[src/rtl/upm_pkg.sv]
// Package: shared types and constants for the UART pin router.
// Assumes the control register bit order below is what the UART core decodes.
package upm_pkg;

    localparam int CTRL_W   = 8;
    localparam int NUM_PINS = 2;
    localparam int TXD_IDX  = 0;
    localparam int RXD_IDX  = 1;

    // Control register, bit 7 down to bit 0.
    typedef struct packed {
        logic loop_en;      // bit 7: loop / single-wire routing
        logic open_drain;   // bit 6: wired-OR pad outputs
        logic rx_from_pin;  // bit 5: loop receive source is the transmit pad
        logic char9;        // bit 4: passed to UART core
        logic wake_addr;    // bit 3: passed to UART core
        logic idle_long;    // bit 2: passed to UART core
        logic par_en;       // bit 1: passed to UART core
        logic par_odd;      // bit 0: passed to UART core
    } upm_ctrl_t;

    // Pad drive before the open-drain stage.
    typedef struct packed {
        logic val;
        logic oe;
    } pin_drv_t;

endpackage

[src/rtl/upm_ctrl_reg.sv]
// Module: upm_ctrl_reg
// Holds the serial control register. It is writable in every mode and clears on reset.
// Assumes a single-cycle write strobe and a synchronous active-low reset.
module upm_ctrl_reg #(
    parameter int W = 8
) (
    input  logic         clk,
    input  logic         rst_n,
    input  logic         wr_en,
    input  logic [W-1:0] wdata,
    output logic [W-1:0] q
);

    // Register update: clear on reset, load on write strobe.
    always_ff @(posedge clk) begin
        if (!rst_n)
            q <= '0;
        else if (wr_en)
            q <= wdata;
    end

    AST_REG_RESET: assert property (@(posedge clk) !rst_n |=> (q == '0));
    AST_REG_LOAD:  assert property (@(posedge clk) disable iff (!rst_n) wr_en |=> (q == $past(wdata)));
    AST_REG_HOLD:  assert property (@(posedge clk) disable iff (!rst_n) !wr_en |=> $stable(q));

endmodule

[src/rtl/upm_route.sv]
// Module: upm_route
// Selects the receiver source and the drive of both pads before open-drain conversion.
// Assumes all inputs are synchronous to clk. The logic is purely combinational;
// clk and rst_n serve the assertions only.
module upm_route
    import upm_pkg::*;
(
    input  logic     clk,
    input  logic     rst_n,
    input  logic     loop_en,
    input  logic     rx_from_pin,
    input  logic     tx_serial,
    input  logic     tx_enable,
    input  logic     rx_enable,
    input  logic     txd_dir,
    input  logic     txd_gpio_out,
    input  logic     rxd_dir,
    input  logic     rxd_gpio_out,
    input  logic     txd_pin_in,
    input  logic     rxd_pin_in,
    output logic     rx_serial,
    output pin_drv_t txd_raw,
    output pin_drv_t rxd_raw
);

    logic loop_live;
    logic txd_gpio_owned;
    logic rxd_gpio_owned;

    // Mode decode: loop routing needs both directions of the UART enabled.
    always_comb begin
        loop_live      = loop_en && tx_enable && rx_enable;
        txd_gpio_owned = loop_en ? !loop_live : !tx_enable;
        rxd_gpio_owned = loop_en || !rx_enable;
    end

    // Receiver source selection.
    always_comb begin
        if (!loop_en)
            rx_serial = rxd_pin_in;
        else if (!loop_live)
            rx_serial = 1'b1;
        else if (rx_from_pin)
            rx_serial = txd_pin_in;
        else
            rx_serial = tx_serial;
    end

    // Transmit pad drive: UART waveform, idle high, released, or GPIO.
    always_comb begin
        if (txd_gpio_owned) begin
            txd_raw.val = txd_gpio_out;
            txd_raw.oe  = txd_dir;
        end else if (!loop_en || txd_dir) begin
            txd_raw.val = tx_serial;
            txd_raw.oe  = 1'b1;
        end else if (rx_from_pin) begin
            txd_raw.val = 1'b0;
            txd_raw.oe  = 1'b0;
        end else begin
            txd_raw.val = 1'b1;
            txd_raw.oe  = 1'b1;
        end
    end

    // Receive pad drive: GPIO when the receiver is not listening to it.
    always_comb begin
        if (rxd_gpio_owned) begin
            rxd_raw.val = rxd_gpio_out;
            rxd_raw.oe  = rxd_dir;
        end else begin
            rxd_raw.val = 1'b0;
            rxd_raw.oe  = 1'b0;
        end
    end

    AST_RX_IDLE_HELD:   assert property (@(posedge clk) disable iff (!rst_n) (loop_en && !(tx_enable && rx_enable)) |-> rx_serial);
    AST_RX_INTERNAL:    assert property (@(posedge clk) disable iff (!rst_n) (loop_en && tx_enable && rx_enable && !rx_from_pin) |-> (rx_serial == tx_serial));
    AST_RX_SINGLE_WIRE: assert property (@(posedge clk) disable iff (!rst_n) (loop_en && tx_enable && rx_enable && rx_from_pin) |-> (rx_serial == txd_pin_in));
    AST_LOOP_RXD_GPIO:  assert property (@(posedge clk) disable iff (!rst_n) loop_en |-> (rxd_raw.oe == rxd_dir));
    AST_NORMAL_RX_PAD:  assert property (@(posedge clk) disable iff (!rst_n) (!loop_en && rx_enable) |-> !rxd_raw.oe);

endmodule

[src/rtl/upm_pin_drive.sv]
// Module: upm_pin_drive
// Final pad stage: passes the routed drive through, or turns it into open-drain.
// Assumes the pad ring builds the tri-state buffer from pin_val and pin_oe.
module upm_pin_drive (
    input  logic clk,
    input  logic rst_n,
    input  logic open_drain,
    input  logic raw_val,
    input  logic raw_oe,
    output logic pin_val,
    output logic pin_oe
);

    // Open-drain conversion: drive lows only, release for highs.
    always_comb begin
        if (open_drain) begin
            pin_val = 1'b0;
            pin_oe  = raw_oe && !raw_val;
        end else begin
            pin_val = raw_val;
            pin_oe  = raw_oe;
        end
    end

    AST_OD_LOW_ONLY: assert property (@(posedge clk) disable iff (!rst_n) (open_drain && pin_oe) |-> !pin_val);
    AST_OD_RELEASE:  assert property (@(posedge clk) disable iff (!rst_n) (open_drain && raw_val) |-> !pin_oe);

endmodule

[src/rtl/uart_pin_mux.sv]
// Module: uart_pin_mux
// Top of the UART pin router: control register, source/drive routing and
// one open-drain stage per pad.
// Assumes a single control register with no address decode.
module uart_pin_mux
    import upm_pkg::*;
(
    input  logic              clk,
    input  logic              rst_n,
    input  logic              reg_wr,
    input  logic [CTRL_W-1:0] reg_wdata,
    output logic [CTRL_W-1:0] reg_rdata,
    output logic              cfg_char9,
    output logic              cfg_wake_addr,
    output logic              cfg_idle_long,
    output logic              cfg_par_en,
    output logic              cfg_par_odd,
    input  logic              tx_serial,
    input  logic              tx_enable,
    input  logic              rx_enable,
    input  logic              txd_dir,
    input  logic              txd_gpio_out,
    input  logic              rxd_dir,
    input  logic              rxd_gpio_out,
    input  logic              txd_pin_in,
    input  logic              rxd_pin_in,
    output logic              rx_serial,
    output logic              txd_out,
    output logic              txd_oe,
    output logic              rxd_out,
    output logic              rxd_oe
);

    logic [CTRL_W-1:0]   ctrl_q;
    upm_ctrl_t           ctrl;
    pin_drv_t            txd_raw;
    pin_drv_t            rxd_raw;
    logic [NUM_PINS-1:0] raw_val;
    logic [NUM_PINS-1:0] raw_oe;
    logic [NUM_PINS-1:0] pad_val;
    logic [NUM_PINS-1:0] pad_oe;

    upm_ctrl_reg #(.W(CTRL_W)) u_ctrl (
        .clk   (clk),
        .rst_n (rst_n),
        .wr_en (reg_wr),
        .wdata (reg_wdata),
        .q     (ctrl_q)
    );

    // Field view of the register, read-back and pass-through of core bits.
    always_comb begin
        ctrl          = upm_ctrl_t'(ctrl_q);
        reg_rdata     = ctrl_q;
        cfg_char9     = ctrl.char9;
        cfg_wake_addr = ctrl.wake_addr;
        cfg_idle_long = ctrl.idle_long;
        cfg_par_en    = ctrl.par_en;
        cfg_par_odd   = ctrl.par_odd;
    end

    upm_route u_route (
        .clk          (clk),
        .rst_n        (rst_n),
        .loop_en      (ctrl.loop_en),
        .rx_from_pin  (ctrl.rx_from_pin),
        .tx_serial    (tx_serial),
        .tx_enable    (tx_enable),
        .rx_enable    (rx_enable),
        .txd_dir      (txd_dir),
        .txd_gpio_out (txd_gpio_out),
        .rxd_dir      (rxd_dir),
        .rxd_gpio_out (rxd_gpio_out),
        .txd_pin_in   (txd_pin_in),
        .rxd_pin_in   (rxd_pin_in),
        .rx_serial    (rx_serial),
        .txd_raw      (txd_raw),
        .rxd_raw      (rxd_raw)
    );

    // Gather routed drives into per-pad vectors.
    always_comb begin
        raw_val[TXD_IDX] = txd_raw.val;
        raw_oe[TXD_IDX]  = txd_raw.oe;
        raw_val[RXD_IDX] = rxd_raw.val;
        raw_oe[RXD_IDX]  = rxd_raw.oe;
    end

    for (genvar p = 0; p < NUM_PINS; p++) begin : g_pad
        upm_pin_drive u_drv (
            .clk        (clk),
            .rst_n      (rst_n),
            .open_drain (ctrl.open_drain),
            .raw_val    (raw_val[p]),
            .raw_oe     (raw_oe[p]),
            .pin_val    (pad_val[p]),
            .pin_oe     (pad_oe[p])
        );
    end

    // Pad outputs.
    always_comb begin
        txd_out = pad_val[TXD_IDX];
        txd_oe  = pad_oe[TXD_IDX];
        rxd_out = pad_val[RXD_IDX];
        rxd_oe  = pad_oe[RXD_IDX];
    end

endmodule

[config.mk]
export PLATFORM = sky130hd
export DESIGN_NAME = uart_pin_mux
export DESIGN_NICKNAME = d
export VERILOG_FILES = /design/src/rtl/upm_pkg.sv /design/src/rtl/upm_ctrl_reg.sv /design/src/rtl/upm_route.sv /design/src/rtl/upm_pin_drive.sv /design/src/rtl/uart_pin_mux.sv
export SDC_FILE = /design/constraint.sdc
export NUM_CORES = 1
export LEC_CHECK = 0
export BUFFER_PORTS_ARGS = -buffer_cell sky130_fd_sc_hd__clkbuf_2
export CORE_AREA = 2 2 39 41
export CTS_CLUSTER_DIAMETER = 150
export DETAILED_ROUTE_END_ITERATION = 10
export DIE_AREA = 0 0 41 43
export PLACE_DENSITY_LB_ADDON = 0.15
export SLEW_MARGIN = 10
export SYNTH_ARGS = -nofsm -noshare
export SYNTH_HDL_FRONTEND = slang
export SYNTH_HIERARCHICAL = 1
export SYNTH_SLANG_ARGS = --single-unit
[constraint.sdc]
create_clock -name clk -period 1.6 [get_ports clk]
set_input_delay 0.16 -clock clk [delete_from_list [all_inputs] [get_ports clk]]
set_output_delay 0.16 -clock clk [all_outputs]
set_load 0.01 [all_outputs]
==> impl_metrics.ini <==
[placed_design]
io_buffers = 37
place_inst = 97
placed_area_um2 = 628
gp_congestion = 0.608
hpwl_um = 862

[floorplanning]
die_width_um = 41
die-area_um2 = 1760
core_um2 = 1380
ioPinCount = 38
die_y_um = 43
initial_core_util_pct = 33.5
rows = 14

[global_routing]
grt_pass1_vias = 401
grt_overflow_total = 0
antenna_found_initial = 0
grt_max_degree = 9
grt.total_usage_pct = 12.6
grt_first_pass_wirelength_um = 1550

[timing]
slew_headroom_pct = 82.7
finalHoldViolCount = 0
fin_setup_tns_ns = 0
max_freq_ghz = 0.641
clock_skew_ns = 0
rsz0062_at_grt = yes
min_period_ns = 1.56
fin_hold_ws_ns = 0.172
finalSetupViolCount = 0
fin_crit_sh_pct = 97.5
slew_violations = 0
tightest_slew_ns = 0.260

[run]
maxCapViolCount = 0

[setup_path]
startpoint_type = flop
worstPathMaxFanout = 5
ff2ff_setup_slack_ns = 0.84
worstSetupPathType = reg2out
required_ns = 1.44
critPathCaptureType = output port
worstPathArrival_ns = 1.40

[layout]
antennaDiodeCount = 0
largest_register_ffs = 8
final_nets = 106
layout-drive-gt1-share_pct = 56.0
fin_area_um2 = 659
syn_to_final_growth_pct = 42.0
regMostFlops = u_ctrl/q
fin_cells = 100
reg_top3 = u_ctrl/q (8)
final.fill_count = 138

[clock_network]
cts_buffers = 3
clk_latency_ns = 0.24
htreeDepth = 1
cts_sinks = 8
root_buffer = clkbuf_4
postCtsSetupBuffers = 0
clk_pin_slew_worst_paths_ns = 0.05
clockBufferDepth = 2
cts_tree = done

[drt]
routed-via-count = 454
routedWlPerCell_um = 10.3
drtIter0Drc = 1
ant_nets = 0
post_drt_via_cell_ratio = 4.54
drcViolationCount = 0
wl_um = 1030
firstDrtPassIters = 2

[logic_synthesis]
synth_ff_type = dfxtp_1
yosys_warnings = 6
ys_ff_latch = 8
avgSynthCellArea_um2 = 9.47
synth.most_common_cell = nor2b_1
syn_inst = 49
yosysSeqAreaShare_pct = 34.5
synth_largest_area_cell = dfxtp_1
synth_async_sr_flop_share_pct = 0
syn-num-nets = 69
synth_edf_count = 0
synth_top_area_share_pct = 34.5
synthTopCellsByArea = dfxtp_1 35%, mux2i_1 19%, nor2b_1 13%
synth_top_cells_by_count = 10 x nor2b_1, 9 x mux2i_1, 8 x dfxtp_1
syn_area_um2 = 464
yosysUniqueCellTypes = 18

[power]
vdd_drop_max_mv = 0.340
leakagePower_nw = 0.352
power_mw = 0.496
powerDensity_nw_per_um2 = 753

[status]
outcome = completed

[worst_hold_path]
hp-class = in2reg
-- path summary, 6_finish.rpt --
path	from	to	cells past startpoint
worst min register to register	u_ctrl/q[2]	u_ctrl/q[2]	2
worst max-delay path	u_ctrl/q[5]	txd_out	4
worst max register to register	u_ctrl/q[7]	u_ctrl/q[7]	3
worst min-delay path	reg_wdata[0]	u_ctrl/q[0]	3
-- layout by cell type, fill, tap and decap left out, types with 2 or more instances in the layout --
| master | instances |
|---|---|
| a21boi_1 | 2 |
| o21ai_1 | 2 |
| clkbuf_4 | 3 |
| nor2b_1 | 9 |
| dfxtp_2 | 2 |
| mux2i_1 | 9 |
| clkbuf_2 | 36 |
| dfxtp_1 | 6 |
| and2_1 | 2 |
-- per-layer routing --
metal | share of wire [%] | track usage (%)
met1 | 38 | 14.4
met3 | 12 | 3.66
met4 | 0 | 4.00
met2 | 50 | 21.3
met5 | 0 | 0
-- timing repair --
action | 4_1_cts | 5_1_grt
pin swaps | 1 | 0
setup endpoints to repair | 1 | 2
gates resized for setup | 1 | 4
hold buffers | 0 | 0
-- layout make-up --
type	count	area (um2)	share of cell area, %
Tap cell	16	20.0	3.04
Sequential cell	8	163	24.7
Inverter	2	7.51	1.14
Timing Repair Buffer	38	193	29.2
Multi-Input combinational cell	33	254	38.5
Clock buffer	3	22.5	3.42
-- cells by family (layout without fill, tap and decap cells) --
group	after synthesis	count (layout)	share of synthesized area, %
AND/OR/NAND/NOR	16	16	20.5
flip-flops	8	8	34.5
buffers and inverters	8	43	12.1
AO/OA/AOI/OAI	8	8	13.5
multiplexers	9	9	19.4
-- power by group --
group | leakage [nW] | internal (mW) | switching [mW]
logic | 0.272 | 0.0667 | 0.0590
clock network | 0.0138 | 0.0854 | 0.0623
registers | 0.0668 | 0.212 | 0.0108
total | 0.352 | 0.364 | 0.132
-- through the flow --
stage / setup slack [ns] / util, %
final: 0.0403 / 47.6
after global routing: -0.0478 / 47.6
after detailed placement: 0.248 / 45.4
after floorplan: 0.167 / -
after global placement: 0.256 / 45.4
after CTS: 0.0229 / 47.1
-- worst max-delay path: stages, from the launching register on --
cell and delay [ns]:
dfxtp_2 0.34, or3_1 0.38, a41oi_2 0.16, nor2b_2 0.15, buf_2 0.12
No activity file was read; power rests on OpenSTA's default activity.
